## src/rtl/rx_route_pkg.sv

```systemverilog
package rx_route_pkg;
    localparam int TCODE_W   = 4;
    localparam int TCODE_LSB = 4;
    localparam int CHAN_LSB  = 8;
    localparam logic [TCODE_W-1:0] TC_ISO    = 4'hA;
    localparam logic [TCODE_W-1:0] TC_SELFID = 4'hE;

    typedef enum logic [1:0] {
        DEST_NONE   = 2'd0,
        DEST_ASYNC  = 2'd1,
        DEST_ISO    = 2'd2,
        DEST_STREAM = 2'd3
    } dest_e;

    typedef enum logic [1:0] {
        RT_IDLE    = 2'd0,
        RT_FWD     = 2'd1,
        RT_DISCARD = 2'd2
    } rt_state_e;
endpackage

```

## src/rtl/iso_port_match.sv

```systemverilog
module iso_port_match #(
    parameter int CHAN_W = 6,
    parameter int TAG_W  = 2
) (
    input  logic [CHAN_W-1:0] pkt_chan,
    input  logic [TAG_W-1:0]  pkt_tag,
    input  logic [CHAN_W-1:0] flt_chan,
    input  logic [TAG_W-1:0]  flt_tag,
    input  logic              flt_chan_en,
    input  logic              flt_tag_en,
    output logic              hit
);
    logic chan_ok;
    logic tag_ok;

    always_comb begin
        chan_ok = !flt_chan_en || (pkt_chan == flt_chan);
        tag_ok  = !flt_tag_en  || (pkt_tag  == flt_tag);
        // at least one enable is required for any hit
        hit     = (flt_chan_en || flt_tag_en) && chan_ok && tag_ok;
    end
endmodule

```

## src/rtl/iso_port_pick.sv

```systemverilog
module iso_port_pick #(
    parameter int NUM_PORTS = 8,
    localparam int PORT_W   = $clog2(NUM_PORTS)
) (
    input  logic                 clk,
    input  logic                 rst_n,
    input  logic [NUM_PORTS-1:0] hits,
    output logic                 any_hit,
    output logic [PORT_W-1:0]    win_idx
);
    logic [NUM_PORTS-1:0] grant;

    always_comb begin
        grant   = '0;
        win_idx = '0;
        for (int i = NUM_PORTS - 1; i >= 0; i--) begin
            if (hits[i]) begin
                grant   = '0;
                grant[i] = 1'b1;
                win_idx = PORT_W'(i);
            end
        end
        any_hit = |hits;
    end

    // exactly one winner, and no hit below it
    p_single_winner_r9: assert property (@(posedge clk) disable iff (!rst_n)
        any_hit |-> ($onehot0(grant) && grant != '0));
    p_lowest_wins_r9: assert property (@(posedge clk) disable iff (!rst_n)
        any_hit |-> ((hits & (grant - 1'b1)) == '0));
endmodule

```

## src/rtl/iso_rx_router.sv

```systemverilog
module iso_rx_router
    import rx_route_pkg::*;
#(
    parameter int NUM_PORTS = 8,
    parameter int CHAN_W    = 6,
    parameter int TAG_W     = 2,
    parameter int DATA_W    = 32,
    parameter int CNT_W     = 16,
    localparam int PORT_W   = $clog2(NUM_PORTS),
    localparam int TAG_LSB  = CHAN_LSB + CHAN_W
) (
    input  logic                        clk,
    input  logic                        rst_n,
    input  logic                        in_valid,
    input  logic                        in_sop,
    input  logic                        in_eop,
    input  logic [DATA_W-1:0]           in_data,
    input  logic [NUM_PORTS*CHAN_W-1:0] cfg_chan,
    input  logic [NUM_PORTS*TAG_W-1:0]  cfg_tag,
    input  logic [NUM_PORTS-1:0]        cfg_chan_en,
    input  logic [NUM_PORTS-1:0]        cfg_tag_en,
    output logic                        out_valid,
    output logic [DATA_W-1:0]           out_data,
    output logic [1:0]                  out_dest,
    output logic [PORT_W-1:0]           out_port,
    output logic [CNT_W-1:0]            drop_cnt
);
    rt_state_e             state_q, state_d;
    logic [TCODE_W-1:0]    tcode;
    logic [CHAN_W-1:0]     pkt_chan;
    logic [TAG_W-1:0]      pkt_tag;
    logic [NUM_PORTS-1:0]  hits;
    logic                  any_hit;
    logic [PORT_W-1:0]     win_idx;
    logic                  is_iso;
    logic                  hdr_beat;
    logic                  hdr_keep;
    dest_e                 hdr_dest;
    logic [PORT_W-1:0]     hdr_port;
    dest_e                 dest_q;

    // header field extraction
    assign tcode    = in_data[TCODE_LSB +: TCODE_W];
    assign pkt_chan = in_data[CHAN_LSB +: CHAN_W];
    assign pkt_tag  = in_data[TAG_LSB +: TAG_W];
    assign is_iso   = (tcode == TC_ISO);

    for (genvar p = 0; p < NUM_PORTS; p++) begin : g_port
        iso_port_match #(.CHAN_W(CHAN_W), .TAG_W(TAG_W)) i_match (
            .pkt_chan    (pkt_chan),
            .pkt_tag     (pkt_tag),
            .flt_chan    (cfg_chan[p*CHAN_W +: CHAN_W]),
            .flt_tag     (cfg_tag[p*TAG_W +: TAG_W]),
            .flt_chan_en (cfg_chan_en[p]),
            .flt_tag_en  (cfg_tag_en[p]),
            .hit         (hits[p])
        );
    end

    iso_port_pick #(.NUM_PORTS(NUM_PORTS)) i_pick (
        .clk     (clk),
        .rst_n   (rst_n),
        .hits    (hits),
        .any_hit (any_hit),
        .win_idx (win_idx)
    );

    // Header classification (self-ID and async share the async queue)
    always_comb begin
        hdr_beat = (state_q == RT_IDLE) && in_valid && in_sop;
        hdr_port = '0;
        if (is_iso) begin
            hdr_keep = any_hit;
            hdr_port = win_idx;
            if (!any_hit)
                hdr_dest = DEST_NONE;
            else if (win_idx == '0)
                hdr_dest = DEST_STREAM;
            else
                hdr_dest = DEST_ISO;
        end else begin
            hdr_keep = 1'b1;
            hdr_dest = DEST_ASYNC;
        end
    end

    // State register
    always_ff @(posedge clk) begin
        if (!rst_n)
            state_q <= RT_IDLE;
        else
            state_q <= state_d;
    end

    // Next-state logic
    always_comb begin
        state_d = state_q;
        unique case (state_q)
            RT_IDLE: begin
                if (hdr_beat && !in_eop)
                    state_d = hdr_keep ? RT_FWD : RT_DISCARD;
            end
            RT_FWD, RT_DISCARD: begin
                if (in_valid && in_eop)
                    state_d = RT_IDLE;
            end
            default: state_d = RT_IDLE;
        endcase
    end

    // Registered outputs
    always_ff @(posedge clk) begin
        if (!rst_n) begin
            out_valid <= 1'b0;
            out_data  <= '0;
            dest_q    <= DEST_NONE;
            out_port  <= '0;
            drop_cnt  <= '0;
        end else begin
            out_valid <= (hdr_beat && hdr_keep) || (state_q == RT_FWD && in_valid);
            if (in_valid)
                out_data <= in_data;
            if (hdr_beat) begin
                dest_q   <= hdr_dest;
                out_port <= hdr_port;
            end
            if (hdr_beat && !hdr_keep)
                drop_cnt <= drop_cnt + CNT_W'(1);
        end
    end

    assign out_dest = dest_q;

    // routing fields held while a packet is open
    p_route_held_r10: assert property (@(posedge clk) disable iff (!rst_n)
        (state_q != RT_IDLE) |=> ($stable(out_dest) && $stable(out_port)));
    // stream queue only from port 0
    p_stream_port0_r5: assert property (@(posedge clk) disable iff (!rst_n)
        (out_valid && out_dest == DEST_STREAM) |-> (out_port == '0));
    // iso queue only from ports 1..7
    p_iso_port_r6: assert property (@(posedge clk) disable iff (!rst_n)
        (out_valid && out_dest == DEST_ISO) |-> (out_port != '0));
    // discarded beats never emerge
    p_discard_silent_r11: assert property (@(posedge clk) disable iff (!rst_n)
        (state_q == RT_DISCARD) |=> !out_valid);
    // drop count steps by at most one
    p_drop_step_r11: assert property (@(posedge clk) disable iff (!rst_n)
        !$stable(drop_cnt) |-> (drop_cnt == $past(drop_cnt) + CNT_W'(1)));
    // stray beat while idle is not forwarded
    p_stray_ignored_r12: assert property (@(posedge clk) disable iff (!rst_n)
        (state_q == RT_IDLE && in_valid && !in_sop) |=> !out_valid);
endmodule

```

## config.mk

```make
export PLATFORM = sky130hd
export DESIGN_NAME = iso_rx_router
export DESIGN_NICKNAME = d
export VERILOG_FILES = /design/src/rtl/rx_route_pkg.sv /design/src/rtl/iso_port_match.sv /design/src/rtl/iso_port_pick.sv /design/src/rtl/iso_rx_router.sv
export SDC_FILE = /design/constraint.sdc
export NUM_CORES = 1
export LEC_CHECK = 0
export BUFFER_PORTS_ARGS = -buffer_cell sky130_fd_sc_hd__buf_2
export CAP_MARGIN = 20
export CORE_MARGIN = 5
export CORE_UTILIZATION = 42
export CTS_BUF_LIST = sky130_fd_sc_hd__clkbuf_8
export DETAILED_ROUTE_END_ITERATION = 16
export GPL_TIMING_DRIVEN = 0
export PLACE_DENSITY = 0.82
export SLEW_MARGIN = 20
export SYNTH_ARGS = -nofsm -noshare
export SYNTH_HDL_FRONTEND = slang
export SYNTH_SLANG_ARGS = --single-unit
```

## constraint.sdc

```tcl
create_clock -name clk -period 2.65 [get_ports clk]
set_clock_uncertainty 0.2 [all_clocks]
set_input_delay 0.53 -clock clk [delete_from_list [all_inputs] [get_ports clk]]
set_output_delay 0.53 -clock clk [all_outputs]
set_load 0.1 [all_outputs]
```

# Yosys cells after proc, flatten, opt, wreduce, memory -nomap -nowiden
# Cells that the tools add are included.
# word_totals
reg_bits	56
input_bits	117
wordCells	116
# classes
n_addsub	1
eq_ne	21
muxes	17
n_reduce_logical	71
# op_table
op	n
$eq A6 B6 Y1	8
$mux W3	9
$logic_or A1 B1 Y1	25
$logic_and A1 B1 Y1	23
$logic_not A1 Y1	18
$add A16 B1 Y16 const B	1
$eq A2 B2 Y1	8
$mux W2	5
$reduce_or A8 Y1	1
$eq A4 B4 Y1 const B	1
$pmux W2 S2	1
$logic_not A3 Y1	1
$eq A2 B1 Y1 const B	1
$eq A2 B2 Y1 const B	1
$logic_not A2 Y1	1
$mux W1	2
$ne A2 B1 Y1 const B	1
$ne A2 B2 Y1 const B	1
$reduce_and A2 Y1	1
$reduce_or A2 Y1	1

# Longest topological paths before layout
# Gate-level depths: netlist of the first run.
# logic_depth
ltp_word	16
depth_mapped	10
ltp_nobuf	7

# Modules after synthesis
# A second synthesis of the first run with hierarchy kept.
# unflattened
cells_unflattened	355
hier_area_um2	3124.2
# by_module_without_submodules
mod	n_inst	cells_each	area_each_um2	seq_area_each_um2
iso_rx_router	1	238	2272.2	1121.1
iso_port_match	8	13	96.3	0.0
iso_port_pick	1	13	81.3	0.0

# Worst setup path before layout of the first run
# OpenSTA, ideal clock, no wires.
# synth_timing
kind	reg-to-reg
start	register drop_cnt[3]
end	register drop_cnt[13]
setup_ns	0.071
t_arrival_ns	2.508
setup_slack_ns	-0.129
path_stages_with_launch	8
path_buffers	0
cell_sequence	dfxtp_1 and3_1 and3_1 and3_1 and3_1 nand3_1 or4_1 a21oi_1
# synth_via
elab_chain_cells	1
# synth_rtl
item	line	text
start, declared	iso_rx_router.sv:26	output logic [CNT_W-1:0] drop_cnt
start signal, assigned	iso_rx_router.sv:128	drop_cnt <= drop_cnt + CNT_W'(1);
$add A16 B1 Y16	iso_rx_router.sv:128	
# No other way between the ends.
# A chain may end at the register's enable or synchronous reset.

# Worst setup path in the final report of the first run
# layout_timing
start	register state_q[1]
end	register drop_cnt[13]
# layout_via
elab_chain_cells	4
# layout_rtl
item	line	text
start, declared	iso_rx_router.sv:28	rt_state_e state_q, state_d;
start signal, assigned	iso_rx_router.sv:92	state_q <= state_d;
$logic_not A2 Y1	iso_rx_router.sv:70	hdr_beat = (state_q == RT_IDLE) && in_valid && in_sop;
$logic_and A1 B1 Y1 (2 in a row)	iso_rx_router.sv:70	
$logic_and A1 B1 Y1	iso_rx_router.sv:127	if (hdr_beat && !hdr_keep)
# No other way between the ends.

==> results of run 1 <==
-- how the worst min path moves through the flow --
stage	startpoint	end	slack, ns	cells after the start
after floorplan	state_q[1]$_SDFFE_PN0P_	state_q[1]$_SDFFE_PN0P_	0.29	2
after global placement	drop_cnt[15]$_SDFFE_PN0P_	drop_cnt[15]$_SDFFE_PN0P_	0.25	2
after detailed placement	drop_cnt[15]$_SDFFE_PN0P_	drop_cnt[15]$_SDFFE_PN0P_	0.27	2
after CTS	in_data[3]	out_data[3]$_SDFFE_PN0P_	0.23	3
after global routing	in_data[3]	out_data[3]$_SDFFE_PN0P_	0.24	3
final	in_data[30]	out_data[30]$_SDFFE_PN0P_	0.24	3
-- critical path: cells and delay by family (launching register included) --
family | cells | cell delay (ns)
flip-flops | 1 | 0.32
adder cells (fa/ha/maj) | 1 | 0.19
buffers and inverters | 3 | 0.53
AO/OA/AOI/OAI | 2 | 0.36
AND/OR/NAND/NOR | 3 | 0.82
-- cell families (layout without fill, tap and decap cells) --
logic type                 after synthesis  after routing  share of synthesized area (%)
muxes                                   34             34                          10.41
adders and majority gates                3              3                          1.148
buffers and inverters                   30            198                          5.662
and+or+nand+nor                        113            113                          18.86
xor gates and xnor gates                64             64                          17.14
DFF                                     56             56                          34.28
AOI/OAI and AO/OA                       65             65                          12.51
-- where the power goes --
group          leakage (nW)  switching (mW)  internal, mW  total (mW)
clock network        0.0511           0.315         0.200       0.515
logic                  1.52           0.492         0.229       0.721
registers             0.460          0.0208         0.881       0.902
-- registers in the layout, indices dropped and copies added (netlist names) --
name / flops
out_port: 3
out_data: 32
out_dest: 2
state_q: 2
out_valid: 1
drop_cnt: 16
-- layout by cell type (no fill, tap or decap), types with 2 or more instances in the layout --
master,count
nor2_1,37
and3_1,6
buf_6,8
o21ai_1,4
a21oi_2,4
inv_1,4
a31o_2,2
clkbuf_8,5
o31ai_2,3
a21oi_1,19
nand2_1,11
buf_4,3
xnor2_1,18
nor2b_1,2
clkbuf_4,2
inv_6,2
nand2b_1,3
o31ai_1,9
nor3_1,2
or4_1,12
buf_2,161
nand4_1,3
nand3_1,15
nor4_1,4
mux2i_1,34
xor2_1,46
clkbuf_1,9
or3_1,3
nor4_2,4
a21boi_0,2
dfxtp_2,3
dfxtp_1,53
o21ai_0,13
ha_1,2
-- layer usage --
layer / routed length (um) / up-vias
met3: 832 / 16
li1: - / 1622
met5: 0 / -
met4: 167 / 0
met2: 5225 / 145
met1: 4008 / 1529
-- final cells by class --
class                      instances  area share [%]
tap                              102           2.907
clock inverter                     3          0.6555
multi-input combinational        279           46.59
clock buffer                       5           1.567
buffer                            25           3.990
sequential                        56           25.62
inverter                           5          0.4275
timing repair buffer             160           18.24
==> impl_metrics.py, run 1 <==
metrics = {
    "clock_network": {
        "cts.htree.levels": 2,
        "clock_sinks": 56,
        "post-cts-setup-buffers": 0,
        "clk_pin_slew_ns": 0.11,
        "clock_path_buffers": 2,
        "cts_tree": "yes",
        "holdBufCountCts": 0,
        "cts_resized": 3,
        "clk_latency_ns": 0.32,
        "cts_buffers": 5,
        "root_buffer": "clkbuf_8",
    },
    "worst_setup_path": {
        "worstPathMaxFanout": 10,
        "start_kind": "flop",
        "worst_r2r_startpoint": "state_q[1]$_SDFFE_PN0P_",
        "path_cells": "inv_1 -> ha_4 -> and3_4 -> nand4_4 -> or4_4 -> buf_4 -> clkbuf_4 -> o31ai_1 -> a21oi_1",
        "end_kind": "flop",
        "crit_slowest_cell": "or4_4",
        "endpoint": "drop_cnt[13]$_SDFFE_PN0P_",
        "rrSetupSlack_ns": 0.1,
        "rr_worst_depth": 9,
        "crit_arrival_ns": 2.54,
        "max_stage_delay_ns": 0.46,
        "r2r_end": "drop_cnt[13]$_SDFFE_PN0P_",
        "cp_data_required_time_ns": 2.64,
        "crit_start": "state_q[1]$_SDFFE_PN0P_",
        "critPathKind": "reg2reg",
    },
    "synth": {
        "yosysWarnings": 0,
        "netlist.area_leader.share_pct": 34.28,
        "ys_async_sr_fraction_pct": 0,
        "synth_cells": 365,
        "synth_flop_cell": "dfxtp_1",
        "synth.area.top_cells": "dfxtp_1, xor2_1, mux2i_1, xnor2_1, nor2_1",
        "syn-num-nets": 485,
        "synth_edf_count": 0,
        "mappedNetlistArea_um2": 3271,
        "synth.largest_area_cell": "dfxtp_1",
        "synth_most_common_cell": "dfxtp_1",
        "avgSynthCellArea_um2": 8.961,
        "yosysUniqueCellTypes": 48,
        "synth_commonest_cells": "dfxtp_1, xor2_1, nor2_1",
        "synth-seq-cells": 56,
        "yosysSeqAreaShare_pct": 34.28,
    },
    "global_route": {
        "antenna_found_initial": 0,
        "grt_pass1_wl_um": 16100,
        "grt_use_met3_pct": 5.000,
        "grt-busiest-layer": "met2",
        "grt.total_usage_pct": 20.08,
        "grt_pass1_vias": 3402,
        "globalRouteOverflowTotal": 0,
        "grt_max_degree": 21,
        "met1_usage_pct": 23.80,
        "met2_usage_pct": 36.28,
    },
    "sta": {
        "setup_viol": 0,
        "relSlewSlack_pct": 54.12,
        "rsz0062_at_grt": "no",
        "holdWs_ns": 0.2372,
        "fmax_mhz": 392.0,
        "min_period_ns": 2.551,
        "min_period_over_period_pct": 96.26,
        "drv_slew": 0,
        "fin_ws_ns": 0.09903,
        "hold_viol_final": 0,
        "worstMarginPinSlew_ns": 0.6883,
        "fin_setup_tns_ns": 0,
    },
    "floorplan": {
        "placementRows": 32,
        "ioPinCount": 171,
        "core_area_um2": 7647,
        "die_x_um": 98.25,
        "die_h_um": 98.25,
        "die_area_um2": 9652,
        "initial_utilization_pct": 42.77,
    },
    "worst_hold_path": {
        "hold_path_class": "in2reg",
    },
    "final_layout": {
        "drive_gt1_share_pct": 39.02,
        "fillers": 721,
        "synthToLayoutAreaGrowth_pct": 34.24,
        "final_core_util_pct": 57.41,
        "finalNetCount": 652,
        "finalNonFillerCells": 635,
        "diodes": 0,
        "multi_input_area_um2": 2046,
        "seqCellArea_um2": 1125,
        "final_area_um2": 4390,
    },
    "placement": {
        "pre_cts_slack_ns": -0.2866,
        "dpl_cell_area_um2": 4203,
        "gp_congestion": 0.7969,
        "dp_hpwl_um": 8239,
        "port_buffers": 160,
        "numPlacedInstances": 627,
    },
    "routing": {
        "drc": 0,
        "firstDrtPassIters": 4,
        "vias": 3312,
        "antenna_left": 0,
        "avgViaCountPerCell": 5.216,
        "drtIter0Drc": 125,
        "wirelength_um": 10230,
        "routedWlPerCell_um": 16.12,
    },
    "pwr": {
        "total_power_mw": 2.138,
        "power_per_cell_area_nw_per_um2": 486.9,
        "peakVddDrop_uv": 298.1,
        "p_leak_nw": 2.032,
    },
    "job": {
        "maxCapViolCount": 0,
    },
    "status": {
        "status": "finished, final reports clean",
    },
}
Note: power is estimated with default switching activity, not from simulation.
==> run 2: changes to the inputs <==
- CORE_UTILIZATION: 42 -> 51
- PLACE_DENSITY: 0.82 -> 0.93
- clock period: 2.65 -> 3.2 ns (I/O delays scaled with it)
==> run 2 against run 1 <==
  * Total power shrank 16%
  * Via count is essentially flat
  * Critical path type is now in2reg
  * Setup slack gained 0.26 ns
  * Global-route usage grew 2.9 points
  * Sequential power shrank 17%
  * Highest routed layer unchanged
  * Sequential share of layout area grew 0.58 points
  * First-iteration DRC count grew 2.4%
  * Routed wire length shrank 4.4%
  * Sequential cell count is the same
==> impl_metrics.py, run 2 (same netlist as run 1, synthesis figures left out) <==
metrics = {
    "status": {
        "status": "finished, final reports clean",
    },
    "worst_setup_path": {
        "rr_worst_depth": 9,
        "worstPathMaxFanout": 10,
        "worst_r2r_startpoint": "state_q[1]$_SDFFE_PN0P_",
        "end_kind": "flop",
        "r2r_end": "drop_cnt[13]$_SDFFE_PN0P_",
        "cp_data_required_time_ns": 3.20,
        "start_kind": "primary input",
        "endpoint": "out_port[2]$_SDFFE_PN0P_",
        "critPathKind": "in2reg",
        "crit_start": "in_data[11]",
        "crit_arrival_ns": 2.84,
        "rrSetupSlack_ns": 0.56,
    },
    "floorplan": {
        "placementRows": 29,
        "initial_utilization_pct": 52.10,
        "core_area_um2": 6277,
        "die_x_um": 90.08,
        "die_h_um": 90.08,
        "ioPinCount": 171,
        "die_area_um2": 8114,
    },
    "global_route": {
        "grt.total_usage_pct": 22.94,
        "grt_max_degree": 18,
        "antenna_found_initial": 0,
        "grt_pass1_vias": 3469,
        "grt_pass1_wl_um": 15670,
        "globalRouteOverflowTotal": 0,
    },
    "routing": {
        "wirelength_um": 9784,
        "drtIter0Drc": 128,
        "antenna_left": 0,
        "drc": 0,
        "vias": 3310,
        "avgViaCountPerCell": 5.426,
        "firstDrtPassIters": 4,
        "routedWlPerCell_um": 16.04,
    },
    "worst_hold_path": {
        "hold_path_class": "reg2reg",
    },
    "final_layout": {
        "finalNetCount": 652,
        "synthToLayoutAreaGrowth_pct": 30.83,
        "largest_reg_flops": 32,
        "final_area_um2": 4279,
        "layout_commonest_cell": "buf_2",
        "final_core_util_pct": 68.17,
        "regMostFlops": "out_data",
        "reg_top3": "out_data (32), drop_cnt (16), out_port (3)",
        "diodes": 0,
        "drive_gt1_share_pct": 35.83,
        "final_cell_mix": "buf_2, dfxtp_1, xor2_1",
    },
    "clock_network": {
        "clk_latency_ns": 0.31,
        "root_buffer": "clkbuf_8",
        "cts_tree": "yes",
        "holdBufCountCts": 0,
        "clock_path_buffers": 2,
        "cts_resized": 0,
        "cts.htree.levels": 2,
        "clk_pin_slew_ns": 0.10,
        "post-cts-setup-buffers": 0,
        "clock_sinks": 56,
        "cts_buffers": 5,
    },
    "sta": {
        "min_period_ns": 2.839,
        "fmax_mhz": 352.2,
        "fin_setup_tns_ns": 0,
        "worstMarginPinSlew_ns": 0.7069,
        "drv_slew": 0,
        "setup_viol": 0,
        "min_period_over_period_pct": 88.72,
        "rsz0062_at_grt": "no",
        "hold_viol_final": 0,
        "relSlewSlack_pct": 52.88,
    },
    "pwr": {
        "power_per_cell_area_nw_per_um2": 417.8,
        "peakVddDrop_uv": 287.6,
        "p_leak_nw": 2.023,
    },
    "placement": {
        "dp_hpwl_um": 7909,
        "port_buffers": 160,
        "gp_congestion": 0.8645,
        "dpl_cell_area_um2": 4168,
    },
    "job": {
        "maxCapViolCount": 0,
    },
}
run 2: cell count changes in the layout (fill, tap and decap cells not counted), moves of 3 or more:
cell,change
a21oi_1,+4
a21oi_2,-4
nor4_1,+4
nor4_2,-4
buf_2,+3
dfxtp_1,+3
dfxtp_2,-3
o31ai_1,+3
o31ai_2,-3
run 2: report_power, final:
| group | internal (mW) | total [mW] | leakage, nW | switching (mW) |
|---|---|---|---|---|
| Sequential | 0.729 | 0.745 | 0.458 | 0.0158 |
| Combinational | 0.180 | 0.577 | 1.51 | 0.397 |
| Clock | 0.232 | 0.466 | 0.0541 | 0.234 |
| Total | 1.14 | 1.79 | 2.02 | 0.647 |
run 2: critical path, cell delays in order:
cell	delay [ns]
buf_4	0.17
xor2_1	0.17
nor4_1	0.33
nand3_1	0.19
a21oi_1	0.35
or4_4	0.22
buf_2	0.22
buf_2	0.27
a2bb2oi_1	0.21
nor2_1	0.05
run 2: final cells by class:
cell class / count / area (um2)
Clock inverter: 3 / 42.54
Tap cell: 77 / 96.34
Inverter: 5 / 18.77
Multi-Input combinational cell: 279 / 1964
Fill cell: 512 / 1998
Clock buffer: 5 / 68.82
Sequential cell: 56 / 1121
Timing Repair Buffer: 160 / 800.8
Buffer: 25 / 166.4
run 2: worst min path at each step:
| stage | start | endpoint | slack, ns | depth (start not counted) |
|---|---|---|---|---|
| 2_1_floorplan | state_q[1]$_SDFFE_PN0P_ | state_q[1]$_SDFFE_PN0P_ | 0.29 | 2 |
| 3_3_place_gp | out_dest[1]$_SDFFE_PN0P_ | out_dest[1]$_SDFFE_PN0P_ | 0.26 | 2 |
| 3_5_place_dp | out_dest[1]$_SDFFE_PN0P_ | out_dest[1]$_SDFFE_PN0P_ | 0.26 | 2 |
| 4_1_cts | out_dest[1]$_SDFFE_PN0P_ | out_dest[1]$_SDFFE_PN0P_ | 0.28 | 2 |
| 5_1_grt | out_dest[1]$_SDFFE_PN0P_ | out_dest[1]$_SDFFE_PN0P_ | 0.32 | 2 |
| 6_report | drop_cnt[11]$_SDFFE_PN0P_ | drop_cnt[11]$_SDFFE_PN0P_ | 0.29 | 2 |
run 2: through the flow:
step | setup WS, ns | hold slack (ns) | instances | power [mW]
3_5_place_dp | 0.04072 | 0.2626 | 602 | 1.335
4_1_cts | 0.3643 | 0.2762 | 610 | 1.790
6_report | 0.3609 | 0.2929 | 610 | 1.788
5_1_grt | 0.2155 | 0.3248 | 610 | 1.859
2_1_floorplan | 0.4213 | 0.2887 | 365 | 1.184
3_3_place_gp | 0.1260 | 0.2594 | 602 | 1.318
run 2: routing by layer:
metal	track usage [%]	vias to the layer above	part of all wire [%]
met5	0	-	0
met2	42.50	118	54
met1	25.66	1556	39
met4	8.189	0	1.6
met3	4.674	16	6.0
li1	-	1620	-
==> run 3: changes to the inputs <==
- RECOVER_POWER: not set -> 25
==> run 3 against run 2 <==
  * First-iteration DRC count fell by 17%
  * Critical path type unchanged
  * Sequential cell count unchanged
  * Global-route usage stayed put
  * Largest power group unchanged
  * Largest cell class unchanged
  * Combinational power fell by 0.9%
==> impl_metrics.py, run 3 (same netlist as run 1, synthesis figures left out) <==
metrics = {
    "final_layout": {
        "final_cell_mix": "buf_2, dfxtp_1, xor2_1",
        "final_area_um2": 4247,
        "synthToLayoutAreaGrowth_pct": 29.84,
        "regMostFlops": "out_data",
        "largest_reg_flops": 32,
        "layout_commonest_cell": "buf_2",
        "drive_gt1_share_pct": 31.71,
        "finalNetCount": 652,
        "reg_top3": "out_data (32), drop_cnt (16), out_port (3)",
        "diodes": 0,
        "final_core_util_pct": 67.65,
    },
    "clock_network": {
        "holdBufCountCts": 0,
        "cts.htree.levels": 2,
        "clk_latency_ns": 0.31,
        "clock_path_buffers": 2,
        "root_buffer": "clkbuf_8",
        "clock_sinks": 56,
        "clk_pin_slew_ns": 0.10,
        "cts_resized": 0,
        "post-cts-setup-buffers": 0,
        "cts_buffers": 5,
        "cts_tree": "yes",
    },
    "routing": {
        "drtIter0Drc": 106,
        "vias": 3310,
        "wirelength_um": 9779,
        "drc": 0,
        "avgViaCountPerCell": 5.426,
        "routedWlPerCell_um": 16.03,
        "firstDrtPassIters": 4,
        "antenna_left": 0,
    },
    "worst_setup_path": {
        "crit_family": "simple AND/OR/NAND/NOR gates",
        "crit_slowest_cell": "a21oi_1",
        "critPathKind": "in2reg",
        "start_kind": "primary input",
        "crit_buf_inv": 3,
        "end_kind": "flop",
        "max_stage_delay_ns": 0.35,
        "cp_data_required_time_ns": 3.20,
        "worstPathMaxFanout": 10,
        "crit_arrival_ns": 2.84,
        "path_cells": "buf_4 -> xor2_1 -> nor4_1 -> nand3_1 -> a21oi_1 -> or4_4 -> buf_2 -> buf_2 -> a2bb2oi_1 -> nor2_1",
        "rrSetupSlack_ns": 0.53,
        "crit_top_cell": "buf_2",
    },
    "sta": {
        "relSlewSlack_pct": 19.53,
        "holdWs_ns": 0.2905,
        "worstMarginPinSlew_ns": 1.212,
        "fin_setup_tns_ns": 0,
        "rsz0062_at_grt": "no",
        "min_period_ns": 2.841,
        "min_period_over_period_pct": 88.78,
        "setup_viol": 0,
        "hold_viol_final": 0,
        "fmax_mhz": 352.0,
        "drv_slew": 0,
    },
    "worst_hold_path": {
        "hold_path_class": "reg2reg",
    },
    "floorplan": {
        "die_area_um2": 8114,
        "placementRows": 29,
        "core_area_um2": 6277,
        "initial_utilization_pct": 52.10,
        "ioPinCount": 171,
        "die_x_um": 90.08,
        "die_h_um": 90.08,
    },
    "global_route": {
        "grt_max_degree": 18,
        "grt_pass1_wl_um": 15670,
        "globalRouteOverflowTotal": 0,
        "antenna_found_initial": 0,
        "grt-busiest-layer": "met2",
        "grt_use_met3_pct": 4.674,
        "grt_pass1_vias": 3469,
        "met1_usage_pct": 25.66,
        "grt.total_usage_pct": 22.94,
        "met2_usage_pct": 42.50,
    },
    "pwr": {
        "power_per_cell_area_nw_per_um2": 419.1,
        "peakVddDrop_uv": 287.2,
        "p_leak_nw": 1.941,
    },
    "placement": {
        "port_buffers": 160,
        "dp_hpwl_um": 7909,
        "gp_congestion": 0.8645,
        "dpl_cell_area_um2": 4168,
    },
    "job": {
        "maxCapViolCount": 0,
    },
    "status": {
        "status": "finished, final reports clean",
    },
}
==> run 3: changes by cell type in the layout (fill, tap and decap cells not counted) <==
cell and delta:
clkbuf_1 +21, nand4_2 -1, nand4_1 +1, buf_2 -21
==> run 3: power breakdown <==
part / leakage [nW] / switching [mW] / internal (mW) / total [mW]
clock network: 0.0541 / 0.231 / 0.232 / 0.463
registers: 0.458 / 0.0162 / 0.729 / 0.746
logic: 1.43 / 0.397 / 0.175 / 0.572
==> run 3: area by class of cell <==
class | instances | area [um2]
fillers | 528 | 2031
multi-input cells | 279 | 1958
flip-flops and latches | 56 | 1121
repair buffers | 160 | 774.5
plain buffers | 25 | 166.4
well taps | 77 | 96.34
clock buffers | 5 | 68.82
clock inverters | 3 | 42.54
inverters | 5 | 18.77
==> run 3: routing by layer <==
metal  routed length [um]  part of all wire, %  vias to the layer above
li1                     -                    -                     1618
met1                 3759                   38                     1544
met2                 5257                   54                      132
met3                  608                  6.2                       16
met4                  154                  1.6                        0
met5                    0                    0                        -
==> run 3: per-stage QoR <==
stage | setup slack, ns | cells | power, mW
after floorplan | 0.4213 | 365 | 1.184
after global placement | 0.1260 | 602 | 1.318
after detailed placement | 0.04072 | 602 | 1.335
after CTS | 0.3643 | 610 | 1.790
after global routing | 0.2155 | 610 | 1.854
final | 0.3592 | 610 | 1.780
==> run 3: worst min-delay path, cell delays in order, from the launching register on <==
cell	delay, ns
dfxtp_1	0.34
nand2_1	0.06
a21oi_1	0.05
==> run 3: worst paths after layout <==
kind / startpoint / end / cells after the start
setup / recovery: in_data[11] / out_port[2]$_SDFFE_PN0P_ / 10
hold / removal: out_dest[1]$_SDFFE_PN0P_ / out_dest[1]$_SDFFE_PN0P_ / 2
setup reg to reg: state_q[1]$_SDFFE_PN0P_ / drop_cnt[13]$_SDFFE_PN0P_ / 9
hold reg to reg: out_dest[1]$_SDFFE_PN0P_ / out_dest[1]$_SDFFE_PN0P_ / 2
